==> src/rtl/lws_pkg.sv <==
package lws_pkg;
    typedef enum logic [1:0] {
        OP_IDLE  = 2'd0,
        OP_READ  = 2'd1,
        OP_WRITE = 2'd2
    } op_e;
endpackage

==> src/rtl/lws_ctrl.sv <==
module lws_ctrl #(
    parameter int LANES = 4,
    parameter int AW    = 6
) (
    input  logic             clk,
    input  logic             rst_n,
    input  logic             sel_n,
    input  logic             wr_n,
    input  logic [LANES-1:0] lane_wr_n,
    input  logic [AW-1:0]    addr,
    input  logic             sleep,
    output logic [AW-1:0]    addr_q,
    output logic [LANES-1:0] mask_q,
    output logic             drive_q,
    output logic             do_read,
    output logic             do_write
);
    import lws_pkg::*;

    op_e  op_q, op_d;
    logic drive_d;

    // next command from the inputs at this edge
    always_comb begin
        if (sleep)            op_d = OP_IDLE;
        else if (sel_n)       op_d = OP_IDLE;
        else if (wr_n)        op_d = OP_READ;
        else if (&lane_wr_n)  op_d = OP_IDLE;
        else                  op_d = OP_WRITE;
    end

    // state register
    always_ff @(posedge clk or negedge rst_n) begin
        if (!rst_n) begin
            op_q    <= OP_IDLE;
            drive_q <= 1'b0;
            addr_q  <= '0;
            mask_q  <= '0;
        end else begin
            op_q    <= op_d;
            drive_q <= drive_d;
            if (op_d != OP_IDLE) begin
                addr_q <= addr;
                mask_q <= ~lane_wr_n;
            end
        end
    end

    // actions of the registered command at the coming edge
    always_comb begin
        do_read  = 1'b0;
        do_write = 1'b0;
        unique case (op_q)
            OP_IDLE:  ;
            OP_READ:  do_read  = !sleep;
            OP_WRITE: do_write = !sleep;
            default:  ;
        endcase
        drive_d = do_read && (op_d != OP_WRITE);
    end

    assert_launch_after_read_R2: assert property (@(posedge clk) disable iff (!rst_n)
        drive_q |-> $past(op_q == OP_READ));

    assert_no_drive_in_wdata_cycle_R11: assert property (@(posedge clk) disable iff (!rst_n)
        (op_q == OP_WRITE) |-> !drive_q);

    assert_deselect_idles_R5: assert property (@(posedge clk) disable iff (!rst_n)
        $past(sel_n) |-> (op_q == OP_IDLE));

    assert_sleep_idles_R7: assert property (@(posedge clk) disable iff (!rst_n)
        $past(sleep) |-> (op_q == OP_IDLE && !drive_q));
endmodule

==> src/rtl/lws_stage.sv <==
module lws_stage #(
    parameter int LANES  = 4,
    parameter int LANE_W = 9,
    parameter int AW     = 6,
    localparam int W     = LANES * LANE_W
) (
    input  logic             clk,
    input  logic             rst_n,
    input  logic             do_write,
    input  logic [AW-1:0]    addr_q,
    input  logic [LANES-1:0] mask_q,
    input  logic [W-1:0]     wdata,
    input  logic [AW-1:0]    rd_addr,
    input  logic [W-1:0]     arr_rdata,
    output logic             cmt_en,
    output logic [AW-1:0]    cmt_addr,
    output logic [LANES-1:0] cmt_mask,
    output logic [W-1:0]     cmt_data,
    output logic [W-1:0]     fwd_rdata
);
    logic             pend_v;
    logic [AW-1:0]    pend_addr;
    logic [LANES-1:0] pend_mask;
    logic [W-1:0]     pend_data;
    logic             hit;

    always_ff @(posedge clk or negedge rst_n) begin
        if (!rst_n) begin
            pend_v    <= 1'b0;
            pend_addr <= '0;
            pend_mask <= '0;
            pend_data <= '0;
        end else if (do_write) begin
            pend_v    <= 1'b1;
            pend_addr <= addr_q;
            pend_mask <= mask_q;
            pend_data <= wdata;
        end
    end

    // older entry drains to the array when a newer write lands
    assign cmt_en   = do_write && pend_v;
    assign cmt_addr = pend_addr;
    assign cmt_mask = pend_mask;
    assign cmt_data = pend_data;

    assign hit = pend_v && (pend_addr == rd_addr);

    for (genvar g = 0; g < LANES; g++) begin : g_merge
        assign fwd_rdata[g*LANE_W +: LANE_W] = (hit && pend_mask[g])
            ? pend_data[g*LANE_W +: LANE_W]
            : arr_rdata[g*LANE_W +: LANE_W];
    end

    assert_buffer_has_lane_R4: assert property (@(posedge clk) disable iff (!rst_n)
        pend_v |-> (pend_mask != '0));
endmodule

==> src/rtl/lws_array.sv <==
module lws_array #(
    parameter int DEPTH  = 64,
    parameter int LANES  = 4,
    parameter int LANE_W = 9,
    localparam int AW    = $clog2(DEPTH),
    localparam int W     = LANES * LANE_W
) (
    input  logic             clk,
    input  logic             we,
    input  logic [AW-1:0]    waddr,
    input  logic [LANES-1:0] wmask,
    input  logic [W-1:0]     wdata,
    input  logic [AW-1:0]    raddr,
    output logic [W-1:0]     rdata
);
    logic [W-1:0] mem [DEPTH];

    always_ff @(posedge clk) begin
        if (we) begin
            for (int i = 0; i < LANES; i++) begin
                if (wmask[i]) mem[waddr][i*LANE_W +: LANE_W] <= wdata[i*LANE_W +: LANE_W];
            end
        end
    end

    assign rdata = mem[raddr];
endmodule

==> src/rtl/lws_sram.sv <==
module lws_sram #(
    parameter int DEPTH  = 64,
    parameter int LANES  = 4,
    parameter int LANE_W = 9,
    localparam int AW    = $clog2(DEPTH),
    localparam int W     = LANES * LANE_W
) (
    input  logic             clk,
    input  logic             rst_n,
    input  logic             sel_n,
    input  logic             wr_n,
    input  logic [LANES-1:0] lane_wr_n,
    input  logic [AW-1:0]    addr,
    input  logic             sleep,
    input  logic             oe_n,
    input  logic [W-1:0]     dq_i,
    output logic [W-1:0]     dq_o,
    output logic             dq_oe
);
    logic [AW-1:0]    addr_q;
    logic [LANES-1:0] mask_q;
    logic             drive_q, do_read, do_write;
    logic             cmt_en;
    logic [AW-1:0]    cmt_addr;
    logic [LANES-1:0] cmt_mask;
    logic [W-1:0]     cmt_data, arr_rdata, fwd_rdata, dout_q;

    lws_ctrl #(.LANES(LANES), .AW(AW)) u_ctrl (
        .clk(clk), .rst_n(rst_n), .sel_n(sel_n), .wr_n(wr_n),
        .lane_wr_n(lane_wr_n), .addr(addr), .sleep(sleep),
        .addr_q(addr_q), .mask_q(mask_q), .drive_q(drive_q),
        .do_read(do_read), .do_write(do_write)
    );

    lws_stage #(.LANES(LANES), .LANE_W(LANE_W), .AW(AW)) u_stage (
        .clk(clk), .rst_n(rst_n), .do_write(do_write),
        .addr_q(addr_q), .mask_q(mask_q), .wdata(dq_i),
        .rd_addr(addr_q), .arr_rdata(arr_rdata),
        .cmt_en(cmt_en), .cmt_addr(cmt_addr), .cmt_mask(cmt_mask),
        .cmt_data(cmt_data), .fwd_rdata(fwd_rdata)
    );

    lws_array #(.DEPTH(DEPTH), .LANES(LANES), .LANE_W(LANE_W)) u_array (
        .clk(clk), .we(cmt_en), .waddr(cmt_addr), .wmask(cmt_mask),
        .wdata(cmt_data), .raddr(addr_q), .rdata(arr_rdata)
    );

    // output register
    always_ff @(posedge clk or negedge rst_n) begin
        if (!rst_n)       dout_q <= '0;
        else if (do_read) dout_q <= fwd_rdata;
    end

    assign dq_o  = dout_q;
    assign dq_oe = drive_q && !oe_n && !sleep;

    assert_word_held_while_driven_R2: assert property (@(posedge clk) disable iff (!rst_n)
        (dq_oe && !do_read) |=> $stable(dq_o));
endmodule

==> config.mk <==
export PLATFORM = sky130hd
export DESIGN_NAME = lws_sram
export DESIGN_NICKNAME = d
export VERILOG_FILES = /design/src/rtl/lws_pkg.sv /design/src/rtl/lws_ctrl.sv /design/src/rtl/lws_stage.sv /design/src/rtl/lws_array.sv /design/src/rtl/lws_sram.sv
export SDC_FILE = /design/constraint.sdc
export NUM_CORES = 2
export LEC_CHECK = 0
export CAP_MARGIN = 15
export CORE_MARGIN = 4
export CORE_UTILIZATION = 45
export DETAILED_ROUTE_END_ITERATION = 12
export DONT_BUFFER_PORTS = 1
export GPL_TIMING_DRIVEN = 1
export SYNTH_ARGS = -nofsm -noshare
export SYNTH_HDL_FRONTEND = slang
export SYNTH_HIERARCHICAL = 1
export SYNTH_SLANG_ARGS = --single-unit
==> constraint.sdc <==
create_clock -name clk -period 4.2 [get_ports clk]
set_clock_uncertainty 0.15 [all_clocks]
set_input_delay 0.63 -clock clk [delete_from_list [all_inputs] [get_ports clk]]
set_output_delay 0.63 -clock clk [all_outputs]
set_load 0.03 [all_outputs]
### After elaboration in Yosys (flattened, before gate mapping)

Memory sizes are Yosys's and may differ from the RTL's.
Cells that the tools add are included.

| operators by class | value |
|---|---|
| multiplexer cells | 22 |
| reduce and logical (&&, ||, !) cells | 13 |
| equal/unequal tests | 4 |
| bitwise operators | 1 |

Operators by type and width:

| cell | number |
|---|---|
| $mux 9 | 4 |
| $mux 1 | 14 |
| $logic_and 1x1->1 | 9 |
| $mux 2 | 4 |
| $eq 6x6->1 | 1 |
| $not 4->4 | 1 |
| $reduce_and 4->1 | 1 |
| $eq 2x1->1 const B | 1 |
| $eq 2x2->1 const B | 1 |
| $logic_not 1->1 | 2 |
| $ne 2x2->1 const B | 1 |
| $reduce_bool 2->1 | 1 |

| storage, ports and cells | value |
|---|---|
| memories kept | 1 |
| bits in writable memories | 2304 |
| bits in registers | 96 |
| word-level logic and storage cells | 50 |

Memories:

| memory | words | bits a word | read ports | clocked after memory_dff | wr ports | line | text |
|---|---|---|---|---|---|---|---|
| u_array.mem | 64 | 36 | 1 | 0 | 1 | lws_array.sv:16 | `logic [W-1:0] mem [DEPTH];` |

### Depth between registers and ports, before layout

| depth | value |
|---|---|
| depth after elaboration | 7 |
| depth in mapped cells | 12 |
| mapped depth without buffers | 7 |

### By module

Netlist, hierarchy kept.

By module, submodules not included:

| module | cells an instance | sequential area each (sq um) | instances | area each (sq um) |
|---|---|---|---|---|
| lws_array | 4029 | 69186.4 | 1 | 88532.4 |
| lws_stage | 149 | 1176.1 | 1 | 2257.2 |
| lws_sram | 77 | 900.9 | 1 | 1497.7 |
| lws_ctrl | 34 | 325.3 | 1 | 540.5 |

### Worst setup path after synthesis

Ideal clock, no wire load.

| timing | value |
|---|---|
| kind | input -> register |
| from | in sleep |
| to | mem u_array/mem[10][27] in the netlist's numbering (enable) |
| slack | 1.291 ns |
| buffers on the path | 3 |
| stages | 7 |
| arrival time | 2.385 ns |
| path through | nor3b_1 -> buf_2 -> buf_2 -> and2_1 -> nand2_1 -> clkbuf_1 -> nor2_1 |

| between the ends | value |
|---|---|
| cells in the longest elaborated chain, start to end | 5 |

RTL lines:

| item | line | text |
|---|---|---|
| from (decl) | lws_sram.sv:14 | `input logic sleep,` |
| $logic_not 1->1 | lws_ctrl.sv:56 | `OP_WRITE: do_write = !sleep;` |
| $mux 1 | lws_ctrl.sv:53 | `unique case (op_q)` |
| $logic_and 1x1->1 | lws_stage.sv:42 | `assign cmt_en = do_write && pend_v;` |
| net cmt_en | lws_sram.sv:23 | `logic cmt_en;` |
| $mux 1 | lws_array.sv:19 | `if (we) begin` |
| $mux 1 (implied by the code) | lws_array.sv:21 | `if (wmask[i]) mem[waddr][i*LANE_W +: LANE_W] <= wdata[i*LANE_W +: LANE_W];` |
| to (decl) | lws_array.sv:16 |  |

The timed path passes the listed nets, and every way through them passes these cells.

### Worst setup path in the final report

| timing | value |
|---|---|
| from | reg u_ctrl.addr_q[0] |
| to | reg dout_q[17] (netlist: dq_o[17]) |

| between the ends | value |
|---|---|
| elaborated cells between the ends (all ways) | 5 |
| classes of those cells | eq/ne (1); mux (1); reduce/logical (2); memory (1) |

RTL lines:

| item | line | text |
|---|---|---|
| from (decl) | lws_ctrl.sv:12 | `output logic [AW-1:0] addr_q,` |
| from (signal assigned) | lws_ctrl.sv:43 | `addr_q <= addr;` |
| $mem_v2 64x36 | -- |  |
| net arr_rdata[17] | lws_sram.sv:26 | `logic [W-1:0] cmt_data, arr_rdata, fwd_rdata, dout_q;` |
| $mux 9 | lws_stage.sv:51 | `? pend_data[g*LANE_W +: LANE_W]` |
| net fwd_rdata[17] | lws_sram.sv:26 |  |
| to (signal assigned) | lws_sram.sv:51 | `else if (do_read) dout_q <= fwd_rdata;` |
| to (decl) | lws_sram.sv:26 |  |

The timed path passes the listed nets, and every way through them passes these cells.
A chain may end at the register's enable or synchronous reset.

==> results_dict.tcl <==
set metrics [dict create \
    status "finished clean" \
    cpMaxStageDelayCell "dfrtp_4" \
    die_y_um 462.2 \
    io_buffer_count 0 \
    crit_chain "buf_12 > buf_4 > mux4_2 > mux2i_1 > nand2_1 > a31oi_1 > a211oi_1 > mux2_2 > mux2_4" \
    max_freq_mhz 255.4 \
    fin_crit_sh 0.9321 \
    tns_ps 0 \
    cts_sinks 2400 \
    coreArea_um2 205000 \
    clockBufferDepth 3 \
    yosysSeqAreaShare 0.7712 \
    end_kind "flip-flop" \
    cap_violations 0 \
    worst_ep_arrival_time_ps 4500 \
    p_leak_uw 0.03397 \
    setup_viol_count_final 0 \
    num_vias 46960 \
    grt_pass1_vias 46770 \
    yosys_most_used_dff "edfxtp_1" \
    drtIter0Drc 6181 \
    via_per_inst 6.132 \
    r2r_start "u_ctrl/addr_q[0]$_DFFE_PN0P_" \
    synth_edf_count 2304 \
    drtPass1Iterations 6 \
    multi_input_area_um2 19820 \
    ios 89 \
    worst_pin_slew_ps 1205 \
    overflow 0 \
    wl_per_cell_um 33.93 \
    reg2regPathDepth 9 \
    gp_congestion 0.8513 \
    critPathMaxStageDelay_ps 950 \
    synth_warnings 6 \
    fin_util 0.5201 \
    cp.required_ps 4780 \
    synth_cell_types 56 \
    worstHoldPathCells 2 \
    ys_ff_latch 2400 \
    relSlewSlack 0.1933 \
    hpwlAfterDp_mm 165.4 \
    synthCells 4289 \
    rows 166 \
    die_w_um 462.2 \
    syn_area_um2 92830 \
    grt_setup_unrepaired "no" \
    nFillCells 15850 \
    antenna_left 0 \
    cts_setup_buffers 0 \
    vdd_drop_max_mv 0.5267 \
    drive_above_1_share 0.3140 \
    worst_setup_path_start_kind "flip-flop" \
    cts_buffers 233 \
    clk_pin_slew_ps 60 \
    powerDensity_nw_per_um2 541.8 \
    antenna_found_initial 23 \
    nNetsFinal 4807 \
    synth_nets 4341 \
    drc 0 \
    grt_start_max_net_pins 97 \
    grt_pass1_wl_mm 366.2 \
    worstSkewPairLatency_ps 860 \
    slew_viol_final 0 \
    avgSynthCellArea_um2 21.64 \
    critPathKind "reg2reg" \
    rr_endpoint "dq_o[17]$_DFFE_PN0P_" \
    root_buffer "clkbuf_16" \
    reg2reg_setup_slack_ps 290 \
    min_from "wr_n" \
    cts_resized 0 \
    hold_class "in2reg" \
    tritoncts "yes" \
    track_usage 0.2452 \
    hold_viol_final 0 \
    start_util 0.4528 \
    seq_area_um2 71650 \
    fp.dieArea_um2 213600 \
    area_growth_pct 14.85 \
    layout_min_cycle_time_ps 3915 \
    path_max_fanout 30 \
    synthArstFlopShare 0.04000 \
    cts_htree_levels 4 \
    hold_end "u_ctrl/mask_q[0]$_DFFE_PN0P_" \
    postRouteWirelength_mm 259.9 \
]
[worst max-delay path: cells and delay by family, from the launching register on]
family          cells  cell delay, ps
mux                 4            1570
flops               1             950
buf+inv             2             520
compound gates      2             460
simple gates        1             120
[power by group]
part           switching (uW)  internal [uW]
registers                1560          28000
clock network            9000          11500
logic                    4740           2960
[final cells by class]
class,instances,share of cell area
multi-input combinational,1632,0.1859
sequential,2400,0.6721
inverter,2,0.00007042
tap,2688,0.03155
clock buffer,303,0.05917
clock inverter,133,0.01089
antenna,14,0.0003286
timing repair buffer,486,0.04002
[repair_timing]
| action | CTS | global route |
|---|---|---|
| endpoints found under the hold margin | 150 | 0 |
| hold buffers | 50 | 0 |
| setup endpoints to repair | 0 | 0 |
[sequential cells by signal, summed over array words and instances (netlist names)]
signal	flops
u_array/mem	2304
u_stage/cmt_data	36
u_ctrl/addr_q	6
u_stage/pend_v	1
dq_o	36
u_stage/cmt_mask	4
u_ctrl/drive_q	1
u_ctrl/op_q	2
u_stage/cmt_addr	6
u_ctrl/mask_q	4
[per-stage QoR]
stage	total power, uW	setup WS (ps)	cell area [um^2]	std cells	hold slack [ps]
floorplan	34040	1291	92830	4289	184.4
global placement	37620	241.5	98590	7158	197.6
detailed placement	37760	251.7	98590	7158	197.8
CTS	58160	248.3	106600	7644	6.345
global route	59640	209.5	106600	7647	22.06
finish	57760	285.0	106600	7658	80.56
[cells in the mapped netlist (10+ instances only)]
cell	number	share of area
buf_6	20	0.0024
nor3b_1	10	0.00081
buf_4	53	0.0043
nand2_1	92	0.0037
mux2_2	115	0.014
a221oi_1	19	0.0018
a22oi_1	27	0.0022
edfxtp_1	2304	0.75
mux2i_1	78	0.0084
o221ai_1	46	0.0043
nor2_1	296	0.012
o22ai_1	126	0.0085
mux2_4	36	0.0058
nor4_1	28	0.0019
clkbuf_1	95	0.0038
mux4_2	552	0.13
o21ai_0	13	0.00070
nor2b_1	22	0.0015
o22a_1	22	0.0021
buf_2	79	0.0043
a211oi_1	21	0.0017
dfrtp_1	96	0.026
a21oi_1	35	0.0019
[worst max path at each step]
| stage | start | endpoint | slack [ps] |
|---|---|---|---|
| finish | u_ctrl/addr_q[0]$_DFFE_PN0P_ | dq_o[17]$_DFFE_PN0P_ | 290 |
| global route | u_ctrl/addr_q[0]$_DFFE_PN0P_ | dq_o[17]$_DFFE_PN0P_ | 210 |
| CTS | u_ctrl/addr_q[0]$_DFFE_PN0P_ | dq_o[17]$_DFFE_PN0P_ | 250 |
| detailed placement | u_ctrl/addr_q[0]$_DFFE_PN0P_ | dq_o[17]$_DFFE_PN0P_ | 250 |
| global placement | u_ctrl/addr_q[0]$_DFFE_PN0P_ | dq_o[17]$_DFFE_PN0P_ | 240 |
| floorplan | sleep | u_array/mem[10][27]$_DFFE_PP_ | 1290 |
[routing by layer]
metal / vias to the layer above / track usage / wire length, um
met3: 444 / 0.05812 / 25040
met2: 2270 / 0.3740 / 120800
met5: - / 0 / 55
met4: 8 / 0.08916 / 10260
li1: 18900 / - / -
met1: 25340 / 0.3478 / 103700
[logic make-up (layout without fill, tap and decap cells)]
group	Yosys count	count (layout)	share of synthesized area
DFF	2400	2400	0.7712
buffers and inverters	257	924	0.01576
other	0	14	0
xor gates and xnor gates	6	6	0.0005662
AOI/OAI and AO/OA	343	343	0.02639
muxes	782	782	0.1622
and+or+nand+nor	501	501	0.02386
[layout by cell type, fill, tap and decap left out, types with 38 or more instances in the layout]
cell type	count
dfrtp_1	54
edfxtp_1	2304
o221ai_1	46
clkinv_1	42
dfrtp_2	38
buf_12	38
buf_4	398
clkbuf_1	53
mux2i_1	78
mux2_2	115
o22ai_1	126
clkinv_2	55
dlygate4sd3_1	49
mux4_2	552
clkbuf_16	237
nor2_1	293
nand2_1	87
Power figures use the tool's default switching activity.
